==> src/rtl/dmac_pkg.sv <==
package dmac_pkg;
  localparam int DW = 32;

  localparam logic [2:0] OFS_CTRL = 3'd0;
  localparam logic [2:0] OFS_CNT  = 3'd1;
  localparam logic [2:0] OFS_PADR = 3'd2;
  localparam logic [2:0] OFS_MADR = 3'd3;
  localparam logic [2:0] OFS_STAT = 3'd4;

  // Control word, bit 0 (en) is the LSB.
  typedef struct packed {
    logic       m2m;
    logic [1:0] prio;
    logic [1:0] msize;
    logic [1:0] psize;
    logic       minc;
    logic       pinc;
    logic       circ;
    logic       dir;
    logic       teie;
    logic       htie;
    logic       tcie;
    logic       en;
  } ctrl_t;

  localparam int CTRL_W = $bits(ctrl_t);

  typedef enum logic [1:0] {ST_IDLE, ST_RD, ST_WR} st_t;

  function automatic logic [2:0] nbytes(input logic [1:0] sz);
    case (sz)
      2'd0:    nbytes = 3'd1;
      2'd1:    nbytes = 3'd2;
      default: nbytes = 3'd4;
    endcase
  endfunction

  function automatic logic [DW-1:0] fit(input logic [DW-1:0] d, input logic [1:0] sz);
    case (sz)
      2'd0:    fit = {{(DW-8){1'b0}}, d[7:0]};
      2'd1:    fit = {{(DW-16){1'b0}}, d[15:0]};
      default: fit = d;
    endcase
  endfunction
endpackage

==> src/rtl/dmac_ptr.sv <==
module dmac_ptr #(
  parameter int AW = 32
) (
  input  logic          clk,
  input  logic          rst,
  input  logic          sw_we,
  input  logic [AW-1:0] sw_data,
  input  logic          cap,
  input  logic          adv,
  input  logic          inc,
  input  logic [1:0]    size,
  input  logic          wrap,
  output logic [AW-1:0] cur
);
  import dmac_pkg::*;

  logic [AW-1:0] shadow;
  logic [AW-1:0] step;

  always_comb step = AW'(nbytes(size));

  always_ff @(posedge clk) begin
    if (rst) begin
      cur    <= '0;
      shadow <= '0;
    end else begin
      if (sw_we)          cur <= sw_data;
      else if (wrap)      cur <= shadow;
      else if (adv && inc) cur <= cur + step;
      if (cap) shadow <= cur;
    end
  end
endmodule

==> src/rtl/dmac_regs.sv <==
module dmac_regs
  import dmac_pkg::*;
#(
  parameter int AW = 32,
  parameter int CW = 16
) (
  input  logic          clk,
  input  logic          rst,
  input  logic          reg_we,
  input  logic [2:0]    reg_addr,
  input  logic [31:0]   reg_wdata,
  output logic [31:0]   reg_rdata,
  input  logic          unit_done,
  input  logic          bus_fault,
  input  logic [AW-1:0] p_cur,
  input  logic [AW-1:0] m_cur,
  output ctrl_t         ctrl,
  output logic          en_rise,
  output logic          wrap,
  output logic          adr_we_p,
  output logic          adr_we_m,
  output logic          cnt_nz,
  output logic [CW-1:0] cnt,
  output logic [2:0]    flags,
  output logic          irq
);
  logic          ctrl_wr;
  logic [CW-1:0] cnt_dec;
  logic [CW-1:0] cnt_shadow;
  logic          last_hit;
  logic          half_hit;
  logic [3:0]    clr;
  logic          clr_tc, clr_ht, clr_te;

  always_comb begin
    ctrl_wr  = reg_we && (reg_addr == OFS_CTRL);
    en_rise  = ctrl_wr && reg_wdata[0] && !ctrl.en;
    adr_we_p = reg_we && (reg_addr == OFS_PADR) && !ctrl.en;
    adr_we_m = reg_we && (reg_addr == OFS_MADR) && !ctrl.en;
    cnt_dec  = cnt - 1'b1;
    cnt_nz   = (cnt != '0);
    last_hit = unit_done && (cnt_dec == '0);
    half_hit = unit_done && (cnt_dec == (cnt_shadow >> 1));
    wrap     = last_hit && ctrl.circ;
    clr      = (reg_we && (reg_addr == OFS_STAT)) ? reg_wdata[3:0] : 4'd0;
    clr_tc   = clr[0] | clr[1];
    clr_ht   = clr[0] | clr[2];
    clr_te   = clr[0] | clr[3];
  end

  always_ff @(posedge clk) begin
    if (rst) begin
      ctrl       <= '0;
      cnt        <= '0;
      cnt_shadow <= '0;
      flags      <= '0;
      irq        <= 1'b0;
      reg_rdata  <= '0;
    end else begin
      if (ctrl_wr)   ctrl    <= ctrl_t'(reg_wdata[CTRL_W-1:0]);
      if (bus_fault) ctrl.en <= 1'b0;

      if (unit_done)
        cnt <= wrap ? cnt_shadow : cnt_dec;
      else if (reg_we && (reg_addr == OFS_CNT) && !ctrl.en)
        cnt <= reg_wdata[CW-1:0];
      if (en_rise) cnt_shadow <= cnt;

      flags[0] <= (flags[0] & ~clr_tc) | last_hit;
      flags[1] <= (flags[1] & ~clr_ht) | half_hit;
      flags[2] <= (flags[2] & ~clr_te) | bus_fault;

      irq <= (flags[0] & ctrl.tcie) | (flags[1] & ctrl.htie) | (flags[2] & ctrl.teie);

      case (reg_addr)
        OFS_CTRL: reg_rdata <= 32'(ctrl);
        OFS_CNT:  reg_rdata <= 32'(cnt);
        OFS_PADR: reg_rdata <= 32'(p_cur);
        OFS_MADR: reg_rdata <= 32'(m_cur);
        OFS_STAT: reg_rdata <= {28'd0, flags[2], flags[1], flags[0], |flags};
        default:  reg_rdata <= '0;
      endcase
    end
  end
endmodule

==> src/rtl/dmac_engine.sv <==
module dmac_engine
  import dmac_pkg::*;
#(
  parameter int AW = 32
) (
  input  logic          clk,
  input  logic          rst,
  input  logic          en,
  input  logic          m2m,
  input  logic          dir,
  input  logic [1:0]    psize,
  input  logic [1:0]    msize,
  input  logic          cnt_nz,
  input  logic          per_req,
  input  logic [AW-1:0] p_cur,
  input  logic [AW-1:0] m_cur,
  input  logic          bus_gnt,
  input  logic [DW-1:0] bus_rdata,
  input  logic          bus_err,
  output logic          bus_req,
  output logic          bus_we,
  output logic [AW-1:0] bus_addr,
  output logic [1:0]    bus_size,
  output logic [DW-1:0] bus_wdata,
  output logic          unit_done,
  output logic          fault,
  output logic          per_ack
);
  st_t           st;
  logic [DW-1:0] data_q;
  logic [1:0]    src_sz, dst_sz;
  logic [AW-1:0] rd_a, wr_a;
  logic          start;

  always_comb begin
    src_sz    = dir ? msize : psize;
    dst_sz    = dir ? psize : msize;
    rd_a      = dir ? m_cur : p_cur;
    wr_a      = dir ? p_cur : m_cur;
    start     = en && cnt_nz && (m2m || per_req);
    bus_req   = (st != ST_IDLE);
    bus_we    = (st == ST_WR);
    bus_addr  = bus_we ? wr_a : rd_a;
    bus_size  = bus_we ? dst_sz : src_sz;
    bus_wdata = fit(data_q, dst_sz);
    unit_done = (st == ST_WR) && bus_gnt && !bus_err;
    fault     = bus_req && bus_gnt && bus_err;
  end

  always_ff @(posedge clk) begin
    if (rst) begin
      st      <= ST_IDLE;
      data_q  <= '0;
      per_ack <= 1'b0;
    end else begin
      per_ack <= unit_done;
      case (st)
        ST_IDLE: if (start) st <= ST_RD;
        ST_RD: if (bus_gnt) begin
          if (bus_err) st <= ST_IDLE;
          else begin
            data_q <= fit(bus_rdata, src_sz);
            st     <= ST_WR;
          end
        end
        ST_WR: if (bus_gnt) st <= ST_IDLE;
        default: st <= ST_IDLE;
      endcase
    end
  end
endmodule

==> src/rtl/dmac_channel.sv <==
module dmac_channel
  import dmac_pkg::*;
#(
  parameter int AW = 32,
  parameter int CW = 16
) (
  input  logic          clk,
  input  logic          rst,
  input  logic          reg_we,
  input  logic [2:0]    reg_addr,
  input  logic [31:0]   reg_wdata,
  output logic [31:0]   reg_rdata,
  input  logic          per_req,
  output logic          per_ack,
  output logic          bus_req,
  output logic          bus_we,
  output logic [AW-1:0] bus_addr,
  output logic [1:0]    bus_size,
  output logic [31:0]   bus_wdata,
  input  logic          bus_gnt,
  input  logic [31:0]   bus_rdata,
  input  logic          bus_err,
  output logic [1:0]    chan_prio,
  output logic          irq
);
  localparam int NSIDE = 2; // 0 = peripheral side, 1 = memory side

  ctrl_t         ctrl;
  logic          ctrl_en;
  logic          en_rise, wrap, adr_we_p, adr_we_m, cnt_nz;
  logic          unit_done, bus_fault;
  logic [CW-1:0] cnt;
  logic [2:0]    flags;
  logic [AW-1:0] side_cur [NSIDE];
  logic          side_we  [NSIDE];
  logic          side_inc [NSIDE];
  logic [1:0]    side_sz  [NSIDE];

  always_comb begin
    ctrl_en     = ctrl.en;
    chan_prio   = ctrl.prio;
    side_we[0]  = adr_we_p;
    side_we[1]  = adr_we_m;
    side_inc[0] = ctrl.pinc;
    side_inc[1] = ctrl.minc;
    side_sz[0]  = ctrl.psize;
    side_sz[1]  = ctrl.msize;
  end

  dmac_regs #(.AW(AW), .CW(CW)) u_regs (
    .clk(clk), .rst(rst),
    .reg_we(reg_we), .reg_addr(reg_addr), .reg_wdata(reg_wdata), .reg_rdata(reg_rdata),
    .unit_done(unit_done), .bus_fault(bus_fault),
    .p_cur(side_cur[0]), .m_cur(side_cur[1]),
    .ctrl(ctrl), .en_rise(en_rise), .wrap(wrap),
    .adr_we_p(adr_we_p), .adr_we_m(adr_we_m),
    .cnt_nz(cnt_nz), .cnt(cnt), .flags(flags), .irq(irq)
  );

  for (genvar s = 0; s < NSIDE; s++) begin : g_side
    dmac_ptr #(.AW(AW)) u_ptr (
      .clk(clk), .rst(rst),
      .sw_we(side_we[s]), .sw_data(reg_wdata[AW-1:0]),
      .cap(en_rise), .adv(unit_done), .inc(side_inc[s]),
      .size(side_sz[s]), .wrap(wrap), .cur(side_cur[s])
    );
  end

  dmac_engine #(.AW(AW)) u_eng (
    .clk(clk), .rst(rst),
    .en(ctrl_en), .m2m(ctrl.m2m), .dir(ctrl.dir),
    .psize(ctrl.psize), .msize(ctrl.msize),
    .cnt_nz(cnt_nz), .per_req(per_req),
    .p_cur(side_cur[0]), .m_cur(side_cur[1]),
    .bus_gnt(bus_gnt), .bus_rdata(bus_rdata), .bus_err(bus_err),
    .bus_req(bus_req), .bus_we(bus_we), .bus_addr(bus_addr),
    .bus_size(bus_size), .bus_wdata(bus_wdata),
    .unit_done(unit_done), .fault(bus_fault), .per_ack(per_ack)
  );
endmodule

==> config.mk <==
export PLATFORM = sky130hd
export DESIGN_NAME = dmac_channel
export DESIGN_NICKNAME = d
export VERILOG_FILES = /design/src/rtl/dmac_pkg.sv /design/src/rtl/dmac_ptr.sv /design/src/rtl/dmac_regs.sv /design/src/rtl/dmac_engine.sv /design/src/rtl/dmac_channel.sv
export SDC_FILE = /design/constraint.sdc
export NUM_CORES = 1
export LEC_CHECK = 0
export ABC_AREA = 1
export BUFFER_PORTS_ARGS = -buffer_cell sky130_fd_sc_hd__buf_4
export CORE_UTILIZATION = 64
export CTS_CLUSTER_SIZE = 25
export DETAILED_ROUTE_END_ITERATION = 8
export HOLD_SLACK_MARGIN = 0.1
export PLACE_DENSITY = 0.86
export SLEW_MARGIN = 20
export SYNTH_ARGS = -nofsm -noshare
export SYNTH_HDL_FRONTEND = slang
export SYNTH_HIERARCHICAL = 1
export SYNTH_SLANG_ARGS = --single-unit
==> constraint.sdc <==
create_clock -name clk -period 6.8 [get_ports clk]
set_clock_uncertainty 0.2 [all_clocks]
set_input_delay 1.02 -clock clk [delete_from_list [all_inputs] [get_ports clk]]
set_output_delay 1.02 -clock clk [all_outputs]
set_load 0.05 [all_outputs]
==> summary.md <==
| Metric | Value |
|---|---|
| DRT Pass-1 Iters | `7` |
| Grt met2 use | `66.61%` |
| Post-synthesis mux area share | `0%` |
| PD cells | `209.2 nW/um^2` |
| Mapped Cells | `between 2,000 and 2,500` |
| Die W | `~150 um` |
| Post-Synth Adder-Cell Area | `less than 1%` |
| H-tree Lvls | `1` |
| Hold path depth | `2` |
| Pin count of the biggest net entering global routing | `between 60 and 70` |
| R2R Path Start | `u_regs/cnt[0]$_SDFFE_PP0P_` |
| Post-CTS Hold Fix Bufs | `0` |
| Flops & latches, synth | `around 250` |
| WL/cell | `19.02 um` |
| Slew Viols, Final | `0` |
| Max incr delay on CP | `around 0.47 ns` |
| Data arrival, critical path | `~5.0 ns` |
| Port buffer count | `about 180` |
| Die area | `between 20,000 and 25,000 um^2` |
| Max_cap viols | `0` |
| Initial Util | `approximately two thirds` |
| Clk pin slew, worst setup/hold paths | `~0.07 ns` |
| N_diodes | `0` |
| Vias in the first global route | `14,330` |
| Worst slew margin | `23.96%` |
| Internal power | `2513 uW` |
| Worst setup path start | `u_regs/cnt[0]$_SDFFE_PP0P_` |
| Synthesized cell area | `14,360 um^2` |
| Post-Synth XOR/XNOR Area | `less than 1%` |
| CP Launch Type | `flip-flop` |
| Simple-Gate Fraction of Synth Area | `between 30% and 40%` |
| Initial drt markers | `between 1,500 and 2,000` |
| FMAX | `210.5 MHz` |
| Register area share after synthesis | `~34%` |
| VDD IR-drop max | `about 0.16 mV` |
| Hold_sp | `u_eng/data_q[1]$_SDFFE_PP0P_` |
| Final Hold Vio Count | `0` |
| Minimum clock period | `4.750 ns` |
| Routed WL | `between 50,000 and 60,000 um` |
| RSZ-0062 raised after global routing | `false` |
| Clk buf depth | `3` |
| Dpl ws | `between 1.5 and 2 ns` |
| DRC Markers | `0` |
| Worst-Margin Slew | `1.134 ns` |
| Clock Latency Late Sink | `about 0.56 ns` |
| Vias | `between 15,000 and 20,000` |
| CTS tree | `yes` |
| GPL Wtd Cong | `0.9750` |
| Num ports | `between 150 and 200` |
| Setup TNS | `0 ns` |
| Final nets | `approximately 2,400` |
| Gr ovfl total | `0` |
| Die height | `about 150 um` |
| Psw | `around 940 uW` |
| Kind of critical path | `reg2reg` |
| Synth Area in Compound Gates | `between 10% and 20%` |
| Hold Path Sink | `u_eng/data_q[1]$_SDFFE_PP0P_` |
| Critical Path RT | `roughly 7 ns` |
| End of the worst register-to-register path | `g_side[1].u_ptr/cur[14]$_SDFFE_PP0P_` |
| Met1 usage | `between 50% and 60%` |
| DR vias/cell | `~6` |
| CP cell instances | `inv_2 > ha_1 > nand2_1 > nor2_1 > nand2_1 > nand2_1 > nand2_2 > nor2_4 > nand3_2 > nor2_8 > nand2_4 > inv_1 > buf_4 > inv_2 > a21oi_2 > inv_2 > nor2_1 > o21ai_1 > a21oi_1` |
| Syn_nets | `2,320` |
| Levels on crit path | `19` |
| Post-route setup slack | `slightly above 2 ns` |
| Area Growth Syn to Fin | `14.87%` |
| DP HPWL | `approximately 35,000 um` |
| Post-CTS Resized | `0` |
| R2R Setup Slk | `between 2 and 2.5 ns` |
| Largest family of logic cells by synthesized area | `simple AND/OR/NAND/NOR gates` |
| CTS root buffer | `clkbuf_16` |
| CP Capture Type | `flip-flop` |
| Path depth of the worst reg2reg path | `19` |
| Worst path slowest cell | `a21oi_2` |
| Antenna violations before repair | `0` |
| CP bufs+invs | `5` |
| M3 GR Usage | `7.305%` |
| GR Util All Layers | `between 40% and 50%` |
| Crit-path max FO | `48` |
| Post-synthesis average cell area | `~6.4 um^2` |
| First-pass GRT wire length | `about 76,000 um` |
| Combinational Power Share | `11.0%` |
| Class of the worst hold path | `reg2reg` |
| Status | `finished, final reports clean` |
| Clk sink count | `between 200 and 250` |
| Row count | `54` |
| Cell variety after synth | `48` |
| CP top delay family | `buffers and inverters` |
| GRT Max-Usage Layer | `met2` |
| CTS Buf Count | `28` |
| Setup violators final | `0` |
| Core area | `approximately 22,000 um^2` |
| P_leak | `0.006912 uW` |
| Sw Share | `a little over a quarter` |
| Fraction of layout cells with a size suffix above 1 | `roughly 16%` |
| Routed Antenna Nets | `0` |
| Power share of the clock group | `approximately 45%` |
| Fin crit share | `between 60 and 70%` |
| Reg power frac | `a little over two fifths` |
| Syn. warnings | `6` |
| Postcts setup bufs | `0` |
==> per-layer routing <==
metal	vias up	part of all wire [%]
met3	230	12
met2	1084	43
met1	7295	38
li1	7424	-
met4	0	6.9
met5	-	0
==> stage by stage <==
stage	utilization, %	cells	hold WS [ns]	total power (uW)	instance area (um^2)
2_1_floorplan	-	2237	0.2396	1768	14360
3_3_place_gp	70.89	2590	0.2679	1895	15520
3_5_place_dp	70.89	2590	0.2776	1901	15520
4_1_cts	75.25	2641	0.2915	3439	16470
5_1_grt	75.34	2642	0.3269	3541	16490
6_report	75.34	2642	0.2871	3450	16490
==> cell usage in the layout (no fill, tap or decap), types with 5 or more instances in the layout <==
| cell type | count |
|---|---|
| clkbuf_16 | 28 |
| nor2_1 | 322 |
| nor3_1 | 8 |
| o211ai_1 | 14 |
| nand2_2 | 34 |
| clkbuf_8 | 5 |
| ha_1 | 8 |
| xor2_1 | 12 |
| buf_4 | 189 |
| nor2_2 | 23 |
| or2_2 | 7 |
| inv_1 | 244 |
| nand3b_1 | 5 |
| o22ai_1 | 19 |
| nand3_2 | 12 |
| nand2_1 | 478 |
| a31oi_1 | 10 |
| o21ai_0 | 217 |
| nand3_1 | 125 |
| clkinv_2 | 5 |
| nand4_1 | 26 |
| inv_2 | 15 |
| o21ai_1 | 20 |
| a221oi_1 | 11 |
| dfxtp_1 | 246 |
| a21oi_2 | 15 |
| a21oi_1 | 205 |
| nor2_4 | 14 |
==> worst max path at each step <==
stage	end	slack (ns)
2_1_floorplan	g_side[1].u_ptr/cur[11]$_SDFFE_PP0P_	3.11
3_3_place_gp	g_side[1].u_ptr/cur[27]$_SDFFE_PP0P_	2.07
3_5_place_dp	g_side[1].u_ptr/cur[14]$_SDFFE_PP0P_	1.89
4_1_cts	g_side[1].u_ptr/cur[14]$_SDFFE_PP0P_	2.20
5_1_grt	g_side[1].u_ptr/cur[13]$_SDFFE_PP0P_	1.79
6_report	g_side[1].u_ptr/cur[14]$_SDFFE_PP0P_	2.05
==> final cells by class <==
| class | count | area (um^2) |
|---|---|---|
| Multi-Input combinational cell | 1610 | 7811 |
| Fill cell | 1779 | 5398 |
| Sequential cell | 246 | 4925 |
| Timing Repair Buffer | 191 | 1459 |
| Inverter | 264 | 993.5 |
| Clock buffer | 37 | 784.5 |
| Tap cell | 280 | 350.3 |
| Clock inverter | 14 | 170.2 |
==> state kept, by name (all words and copies together), names as in the netlist, 2 cells and up <==
register             cells
g_side.u_ptr/cur        64
g_side.u_ptr/shadow     64
u_eng/data_q            32
u_regs/reg_rdata        32
u_regs/cnt              16
u_regs/cnt_shadow       16
u_regs/ctrl             15
u_regs/flags             3
u_eng/st                 2
==> cell usage after synthesis, drive strengths merged <==
cell | number | share of area [%]
o22ai | 19 | 0.83
a31oi | 11 | 0.52
nand3b | 5 | 0.26
clkinv | 3 | 0.078
nor2 | 362 | 11
clkbuf | 76 | 2.6
or2 | 7 | 0.30
a21oi | 221 | 8.2
dlygate4sd1 | 1 | 0.061
nor3 | 12 | 0.53
fa | 2 | 0.28
nand2 | 515 | 14
o211ai | 14 | 0.73
nand3 | 138 | 5.3
o2111ai | 1 | 0.061
nand4 | 26 | 1.1
and2 | 2 | 0.087
xor2 | 13 | 0.92
o21ai | 238 | 8.4
dfxtp | 246 | 34
buf | 40 | 1.9
a221oi | 11 | 0.67
o221ai | 3 | 0.18
ha | 8 | 0.70
a211oi | 2 | 0.10
inv | 261 | 6.8
==> power by group through the flow <==
stage	clock network, uW	logic, uW	registers (uW)
after global routing	1630	408	1510
after CTS	1570	369	1500
after detailed placement	0	367	1530
after floorplan	0	242	1530
after global placement	0	362	1530
final	1560	380	1510
==> logic make-up (layout without fill, tap and decap cells) <==
family | after synthesis | in the layout
buffers and inverters | 381 | 506
AO/OA/AOI/OAI | 520 | 520
flip-flops | 246 | 246
adder cells (fa/ha/maj) | 10 | 10
XOR/XNOR | 13 | 13
AND/OR/NAND/NOR | 1067 | 1067
==> worst min-delay path, stage by stage, from the launching register on <==
cell and delay (ns):
dfxtp_1 0.32, nor2_1 0.05, nor2_1 0.08
Power figures use the tool's default switching activity.
